==> config.mk <==
export PLATFORM = sky130hd
export DESIGN_NAME = inband_flow_ctrl
export DESIGN_NICKNAME = d
export VERILOG_FILES = /design/src/rtl/swfc_pkg.sv /design/src/rtl/swfc_level_mon.sv /design/src/rtl/swfc_char_watch.sv /design/src/rtl/inband_flow_ctrl.sv
export SDC_FILE = /design/constraint.sdc
export NUM_CORES = 1
export LEC_CHECK = 0
export CELL_PAD_IN_SITES_DETAIL_PLACEMENT = 1
export CELL_PAD_IN_SITES_GLOBAL_PLACEMENT = 1
export CORE_MARGIN = 8
export CORE_UTILIZATION = 28
export DETAILED_ROUTE_END_ITERATION = 12
export PLACE_DENSITY_LB_ADDON = 0.2
export SYNTH_ARGS = -nofsm -noshare
export SYNTH_HDL_FRONTEND = slang
export SYNTH_SLANG_ARGS = --single-unit
export TNS_END_PERCENT = 20
==> constraint.sdc <==
create_clock -name clk -period 1.98 [get_ports clk]
set_input_delay 0.396 -clock clk [delete_from_list [all_inputs] [get_ports clk]]
set_output_delay 0.396 -clock clk [all_outputs]
set_load 0.005 [all_outputs]
==> src/rtl/swfc_pkg.sv <==
package swfc_pkg;
  localparam int unsigned CHAR_W = 8;
  typedef logic [CHAR_W-1:0] char_t;

  // character comparison used by both receive-side watchers
  function automatic logic chr_hit(input logic strobe, input char_t got, input char_t ref_chr);
    return strobe && (got == ref_chr);
  endfunction
endpackage

==> src/rtl/swfc_level_mon.sv <==
module swfc_level_mon
  import swfc_pkg::*;
#(
  parameter int unsigned LVL_W = 8
) (
  input  logic             clk,
  input  logic             rst_n,
  input  logic             active,
  input  logic [LVL_W-1:0] rx_level,
  input  logic [LVL_W-1:0] lo_thr,
  input  logic [LVL_W-1:0] hi_thr,
  input  char_t            xon_chr,
  input  char_t            xoff_chr,
  input  logic             ins_ack,
  output logic             ins_req,
  output char_t            ins_char,
  output logic             xoff_outstanding,
  output logic             req_is_xoff
);
  localparam logic [LVL_W-1:0] LVL_ONE = LVL_W'(1);

  // zero is not a legal low threshold; treat it as one
  function automatic logic [LVL_W-1:0] low_floor(input logic [LVL_W-1:0] thr);
    return (thr == '0) ? LVL_ONE : thr;
  endfunction

  function automatic logic full_enough(input logic [LVL_W-1:0] lvl, input logic [LVL_W-1:0] hi);
    return lvl >= hi;
  endfunction

  function automatic logic drained(input logic [LVL_W-1:0] lvl, input logic [LVL_W-1:0] lo);
    return lvl <= low_floor(lo);
  endfunction

  logic  req_q, is_xoff_q, sent_q;
  char_t chr_q;
  logic  want_xoff, want_xon, take;

  assign want_xoff = !sent_q && full_enough(rx_level, hi_thr);
  assign want_xon  =  sent_q && drained(rx_level, lo_thr);
  assign take      = req_q && ins_ack;

  always_ff @(posedge clk or negedge rst_n) begin
    if (!rst_n) begin
      req_q     <= 1'b0;
      is_xoff_q <= 1'b0;
      sent_q    <= 1'b0;
      chr_q     <= '0;
    end else if (!active) begin
      req_q     <= 1'b0;
      is_xoff_q <= 1'b0;
      sent_q    <= 1'b0;
    end else if (take) begin
      req_q  <= 1'b0;
      sent_q <= is_xoff_q;
    end else if (!req_q && (want_xoff || want_xon)) begin
      req_q     <= 1'b1;
      is_xoff_q <= want_xoff;
      chr_q     <= want_xoff ? xoff_chr : xon_chr;
    end
  end

  assign ins_req          = req_q;
  assign ins_char         = chr_q;
  assign xoff_outstanding = sent_q;
  assign req_is_xoff      = is_xoff_q;
endmodule

==> src/rtl/swfc_char_watch.sv <==
module swfc_char_watch
  import swfc_pkg::*;
(
  input  logic  clk,
  input  logic  rst_n,
  input  logic  flow_active,
  input  logic  spc_active,
  input  logic  rx_valid,
  input  char_t rx_char,
  input  char_t xon_chr,
  input  char_t xoff_chr,
  input  char_t spc_chr,
  input  logic  flag_clr,
  output logic  tx_pause,
  output logic  spc_flag
);
  logic hit_xoff, hit_xon, hit_spc;
  logic pause_q, flag_q;

  assign hit_xoff = flow_active && chr_hit(rx_valid, rx_char, xoff_chr);
  assign hit_xon  = flow_active && chr_hit(rx_valid, rx_char, xon_chr);
  assign hit_spc  = spc_active  && chr_hit(rx_valid, rx_char, spc_chr);

  always_ff @(posedge clk or negedge rst_n) begin
    if (!rst_n)            pause_q <= 1'b0;
    else if (!flow_active) pause_q <= 1'b0;
    else if (hit_xoff)     pause_q <= 1'b1;
    else if (hit_xon)      pause_q <= 1'b0;
  end

  always_ff @(posedge clk or negedge rst_n) begin
    if (!rst_n)        flag_q <= 1'b0;
    else if (hit_spc)  flag_q <= 1'b1;
    else if (flag_clr) flag_q <= 1'b0;
  end

  assign tx_pause = pause_q;
  assign spc_flag = flag_q;
endmodule

==> src/rtl/inband_flow_ctrl.sv <==
module inband_flow_ctrl
  import swfc_pkg::*;
#(
  parameter int unsigned LVL_W = 8
) (
  input  logic             clk,
  input  logic             rst_n,
  input  logic             enh_mode,
  input  logic             flow_en,
  input  logic             spc_en,
  input  logic [LVL_W-1:0] rx_level,
  input  logic [LVL_W-1:0] lo_thr,
  input  logic [LVL_W-1:0] hi_thr,
  input  logic [7:0]       xon1_chr,
  input  logic [7:0]       xoff1_chr,
  input  logic [7:0]       xoff2_chr,
  input  logic             rx_valid,
  input  logic [7:0]       rx_char,
  input  logic             ins_ack,
  input  logic             flag_clr,
  output logic             ins_req,
  output logic [7:0]       ins_char,
  output logic             tx_pause,
  output logic             spc_flag
);
  logic flow_active, spc_active;
  logic xoff_outstanding, req_is_xoff;

  assign flow_active = enh_mode && flow_en;
  assign spc_active  = enh_mode && spc_en;

  swfc_level_mon #(.LVL_W(LVL_W)) u_level (
    .clk              (clk),
    .rst_n            (rst_n),
    .active           (flow_active),
    .rx_level         (rx_level),
    .lo_thr           (lo_thr),
    .hi_thr           (hi_thr),
    .xon_chr          (xon1_chr),
    .xoff_chr         (xoff1_chr),
    .ins_ack          (ins_ack),
    .ins_req          (ins_req),
    .ins_char         (ins_char),
    .xoff_outstanding (xoff_outstanding),
    .req_is_xoff      (req_is_xoff)
  );

  swfc_char_watch u_watch (
    .clk         (clk),
    .rst_n       (rst_n),
    .flow_active (flow_active),
    .spc_active  (spc_active),
    .rx_valid    (rx_valid),
    .rx_char     (rx_char),
    .xon_chr     (xon1_chr),
    .xoff_chr    (xoff1_chr),
    .spc_chr     (xoff2_chr),
    .flag_clr    (flag_clr),
    .tx_pause    (tx_pause),
    .spc_flag    (spc_flag)
  );
endmodule

Word level (Yosys, flattened, before mapping)
Cells that the tools add are included.
{"block": "word_totals", "mem_bits_rw": 0, "ff_bits": 13, "latchBits": 0, "in_bits": 64, "output_inout_bits": 11, "rom_bits": 0, "word_cells": 51, "memories": 0}
{"block": "classes", "div": 0, "magnitude_cmp": 2, "shift": 0, "reduce_logical": 19, "addsub": 0, "bitwise": 1, "muxes": 15, "n_eq_ne": 8, "multipliers": 0}
{"cell": "8-bit equality test", "count": 3}
{"cell": "8-bit 2-to-1 mux", "count": 2}
{"cell": "1-bit 2-to-1 mux", "count": 13}
{"cell": "1-bit logical AND", "count": 12}
{"cell": "8-bit >= comparator", "count": 1}
{"cell": "8-bit less-or-equal comparator", "count": 1}
{"cell": "8-bit logical NOT", "count": 1}
{"cell": "2-bit != test, second input constant", "count": 3}
{"cell": "3-bit by 1-bit != test with 1-bit output, second input constant", "count": 1}
{"cell": "3-bit != test, second input constant", "count": 1}
{"cell": "3-bit AND reduction", "count": 1}
{"cell": "1-bit logical NOT", "count": 2}
{"cell": "2-bit AND reduction", "count": 1}
{"cell": "2-bit nonzero test", "count": 1}
{"cell": "1-bit logical OR", "count": 1}
{"cell": "1-bit NOT", "count": 1}

Longest topological paths before layout
{"block": "depth", "depth_word": 9, "ltp_mapped": 10, "mapped_depth_nobuf": 9}

By module
From an unflattened synthesis, not the netlist that was laid out.
{"block": "hier_totals", "cells_unflattened": 140, "hier_area_um2": 1333.8}
{"mod": "swfc_level_mon", "seq_area_each_um2": 275.3, "area_each_um2": 977.2, "instances": 1, "cells_per_inst": 99}
{"mod": "swfc_char_watch", "seq_area_each_um2": 50.0, "area_each_um2": 344.1, "instances": 1, "cells_per_inst": 39}
{"mod": "inband_flow_ctrl", "seq_area_each_um2": 0.0, "area_each_um2": 12.5, "instances": 1, "cells_per_inst": 2}

Least setup slack after synthesis
No wires, ideal clock.
{"block": "synth_path", "kind": "input -> register", "start": "input rx_level[0]", "end": "register u_level.chr_q[0], in the netlist u_level.ins_char[0]", "setup_time_ns": 0.125, "arrival_time_ns": 2.028, "n_path_buf": 1, "stages": 9, "required_ns": 1.855, "slack_ns": -0.173, "path_cell_list": "inv_1 > ha_1 > nand2b_4 > a2111oi_2 > a211o_2 > a311oi_1 > o21a_1 > buf_6 > mux2_4"}
{"block": "synth_between", "elab_chain_cells": 5}
{"item": "start: declaration", "line": "inband_flow_ctrl.sv:11", "rtl": "input logic [LVL_W-1:0] rx_level,"}
{"item": "8-bit >= comparator or 8-bit less-or-equal comparator (tied branches)", "line": "swfc_level_mon.sv:28, swfc_level_mon.sv:32"}
{"item": "1-bit logical AND, on equally long branches", "line": "swfc_level_mon.sv:39, swfc_level_mon.sv:40"}
{"item": "1-bit logical OR", "line": "swfc_level_mon.sv:56", "rtl": "end else if (!req_q && (want_xoff || want_xon)) begin"}
{"item": "1-bit logical AND", "line": "swfc_level_mon.sv:56"}
{"item": "3-bit AND reduction (no line)"}
{"item": "end signal: assignment", "line": "swfc_level_mon.sv:59", "rtl": "chr_q <= want_xoff ? xoff_chr : xon_chr;"}
{"item": "end: declaration", "line": "swfc_level_mon.sv:36", "rtl": "char_t chr_q;"}
Several ways; a longest one is shown, not always the timed one.
A chain may end at the register's enable or synchronous reset.

Final worst setup path
{"block": "layout_path", "start": "input rx_level[3]", "end": "register u_level.chr_q[4], in the netlist u_level.ins_char[4]"}
Same word-level chain as after synthesis.

==> flow_summary.yaml <==
layout:
  area_growth_pct: 88.3
  drive_gt1_share_pct: 36.6
  nets: 319
  diodes: 0
  fin_area_um2: 2530
  num-fill-cells: 509
yosys:
  synth_compound_area_share_pct: 12.7
  synth.distinct_cells: 30
  yosysSeqAreaShare_pct: 24.2
  syn_area_per_cell_um2: 9.80
  async_flop_share_pct: 100
  synth_xor_area_share_pct: 15.7
  yosys_warnings: 0
  synth_top_family_by_area: "multiplexers"
  synth_area_um2: 1340
  synthMuxAreaShare_pct: 15.7
  ys_ff_latch: 13
  yosys.area_share.adder_pct: 14.9
  synth_nets: 217
  synth_edf_count: 0
  synthSimpleGateAreaFrac_pct: 10.7
  synthCells: 137
  ys.flop_type: "dfrtp_1"
timing:
  max_freq_mhz: 473
  fin_tns_setup_ps: -932
  slew_violations: 0
  min_period_ps: 2120
  fin_ws_ps: -136
  worstMarginPinSlew_ps: 598
  finalCritPeriodShare_pct: 107
  rsz0062_at_grt: "yes"
  hold_violations: 0
  setup_viol: 8
  relSlewSlack_pct: 60.0
  skew_ps: 7.59
floorplan:
  die_area_um2: 7270
  start_util_pct: 28.8
  die_x_um: 85.2
  die_y_um: 85.2
  core-area_um2: 4660
  placement_rows: 25
  io_pins: 75
global_route:
  gr-total-overflow: 0
  grt.total_usage_pct: 14.1
  grt_pass1_wl_um: 8320
  grt_start_max_net_pins: 14
  grt_pass1_vias: 1717
  antenna_found_initial: 0
run:
  drv_cap: 0
drt:
  drt_iter0_markers: 27
  drtPass1Iterations: 3
  vias: 1387
  antenna_left: 0
  drc: 0
  viasPerCell: 4.75
  wl_per_cell_um: 17.1
  finalWirelength_um: 4980
critical_path:
  worst_setup_path_start_kind: "input port"
  crit_fanout: 5
  cp.arrival_ps: 2240
  cp.required_ps: 2100
  endpoint_kind: "flip-flop"
  worstSetupPathType: "in -> reg"
clock_tree:
  cts_tree: "done"
  cts.sinks: 13
  hold_buffers: 0
  cts-root-buf: "clkbuf_8"
  cts_buffer_depth: 2
  clock_latency_ps: 240
  cts.reportedPaths.clkPinSlew_ps: 60
  htreeDepth: 1
  numCtsBuffers: 3
run_status:
  status: "complete, but fails checks"
  failed_checks: "negative setup slack"
placed_design:
  gp_congestion: 0.741
  place_area_um2: 2430
  place_hpwl_um: 4360
  dpl_worst_slack_ps: -856
  portBuffers: 74
pwr:
  p_per_area_nw_per_um2: 500
  ir_worst_vdd_mv: 0.240
  p_leak_nw: 1.10
hold_path:
  hold_path_class: "reg -> reg"
cell type report:
| cell class | instances | area, um2 | share of cell area (%) |
|---|---|---|---|
| clock buffer | 4 | 45.0 | 1.78 |
| inverter | 19 | 83.8 | 3.32 |
| multi-input combinational | 104 | 1120 | 44.4 |
| sequential | 13 | 325 | 12.9 |
| tap | 54 | 67.6 | 2.67 |
| timing repair buffer | 98 | 885 | 35.0 |
report_power, final:
group	internal [mW]	switching (mW)
combinational	0.433	0.218
sequential	0.328	0.0460
clock	0.142	0.0953
critical path, stage by stage:
cell           delay (ps)
dlygate4sd2_1         270
ha_4                  270
o21ai_1                50
a211o_2               340
a21oi_4               190
buf_6                 160
mux2_4                300
mux2_4                260
flip-flops by register name, indices dropped and copies added (netlist names):
name	count
u_level.ins_char	8
u_level.ins_req	1
u_level.req_is_xoff	1
u_level.xoff_outstanding	1
u_watch.spc_flag	1
u_watch.tx_pause	1
cells in the mapped netlist (2+ instances only):
master	n	share of area (%)
nor3_1	3	1.1
nor2_1	3	0.84
dfrtp_1	13	24
nor2b_1	2	0.93
mux2_4	8	8.9
nand3_1	4	1.5
nor4_1	3	1.4
inv_1	19	5.3
xnor2_1	9	5.9
ha_1	16	15
xor2_1	15	9.8
mux2_1	8	6.7
o21ai_0	5	1.9
nand2_1	4	1.1
a21oi_1	5	1.9
nand4_1	6	2.8
worst paths after layout:
path,from,endpoint,slack (ps),cells after the start
min,u_level.ins_char[7]$_DFFE_PN0P_,u_level.ins_char[7]$_DFFE_PN0P_,520,1
min reg2reg,u_level.ins_char[7]$_DFFE_PN0P_,u_level.ins_char[7]$_DFFE_PN0P_,520,1
max in group asynchronous,rst_n,u_level.ins_char[4]$_DFFE_PN0P_,1050,1
min in group asynchronous,rst_n,u_level.ins_char[2]$_DFFE_PN0P_,530,1
max reg2reg,u_level.xoff_outstanding$_DFFE_PN0N_,u_level.ins_char[4]$_DFFE_PN0P_,420,5
max,rx_level[3],u_level.ins_char[4]$_DFFE_PN0P_,-140,8
cells in the final DEF (no fill, tap or decap), types with 2 or more instances in the layout:
| cell type | netlist | layout |
|---|---|---|
| nor2_1 | 3 | 3 |
| nand4_1 | 6 | 6 |
| inv_1 | 19 | 10 |
| dfrtp_1 | 13 | 13 |
| buf_6 | 1 | 4 |
| nand2_1 | 4 | 4 |
| nor3_1 | 3 | 2 |
| clkbuf_8 | 0 | 3 |
| nor4_1 | 3 | 2 |
| buf_2 | 0 | 11 |
| inv_2 | 0 | 8 |
| ha_1 | 16 | 6 |
| xnor2_1 | 9 | 9 |
| buf_4 | 0 | 21 |
| clkdlybuf4s50_1 | 0 | 50 |
| mux2_4 | 8 | 16 |
| a21oi_1 | 5 | 5 |
| o21ai_0 | 5 | 4 |
| nand3_1 | 4 | 4 |
| ha_4 | 0 | 9 |
| dlygate4sd2_1 | 0 | 8 |
| xor2_1 | 15 | 15 |
routing by layer:
layer,vias up,track usage (%),part of all wire (%)
met3,4,2.70,6.2
met2,50,27.2,53
met4,0,4.05,0.88
li1,696,-,-
met5,-,0,0
met1,637,14.8,40
timing repair:
item	CTS	global route
cloned	1	0
setup buffers	2	0
endpoints found under the setup margin	10	10
resized for setup	88	8
pin swaps	16	10
per-stage QoR:
step / instances / hold WS [ps] / util, % / power (mW)
2_1_floorplan: 137 / 100 / - / 0.632
3_3_place_gp: 287 / 507 / 52.1 / 1.00
3_5_place_dp: 287 / 512 / 52.1 / 1.03
4_1_cts: 294 / 524 / 55.1 / 1.31
5_1_grt: 292 / 537 / 54.2 / 1.35
6_report: 292 / 518 / 54.2 / 1.26
cell families after synthesis:
group,count (synthesis)
compound gates,22
buf+inv,20
fa+ha+maj,16
mux,16
flops,13
simple gates,26
xor+xnor,24
(Power assumes the default switching activity.)
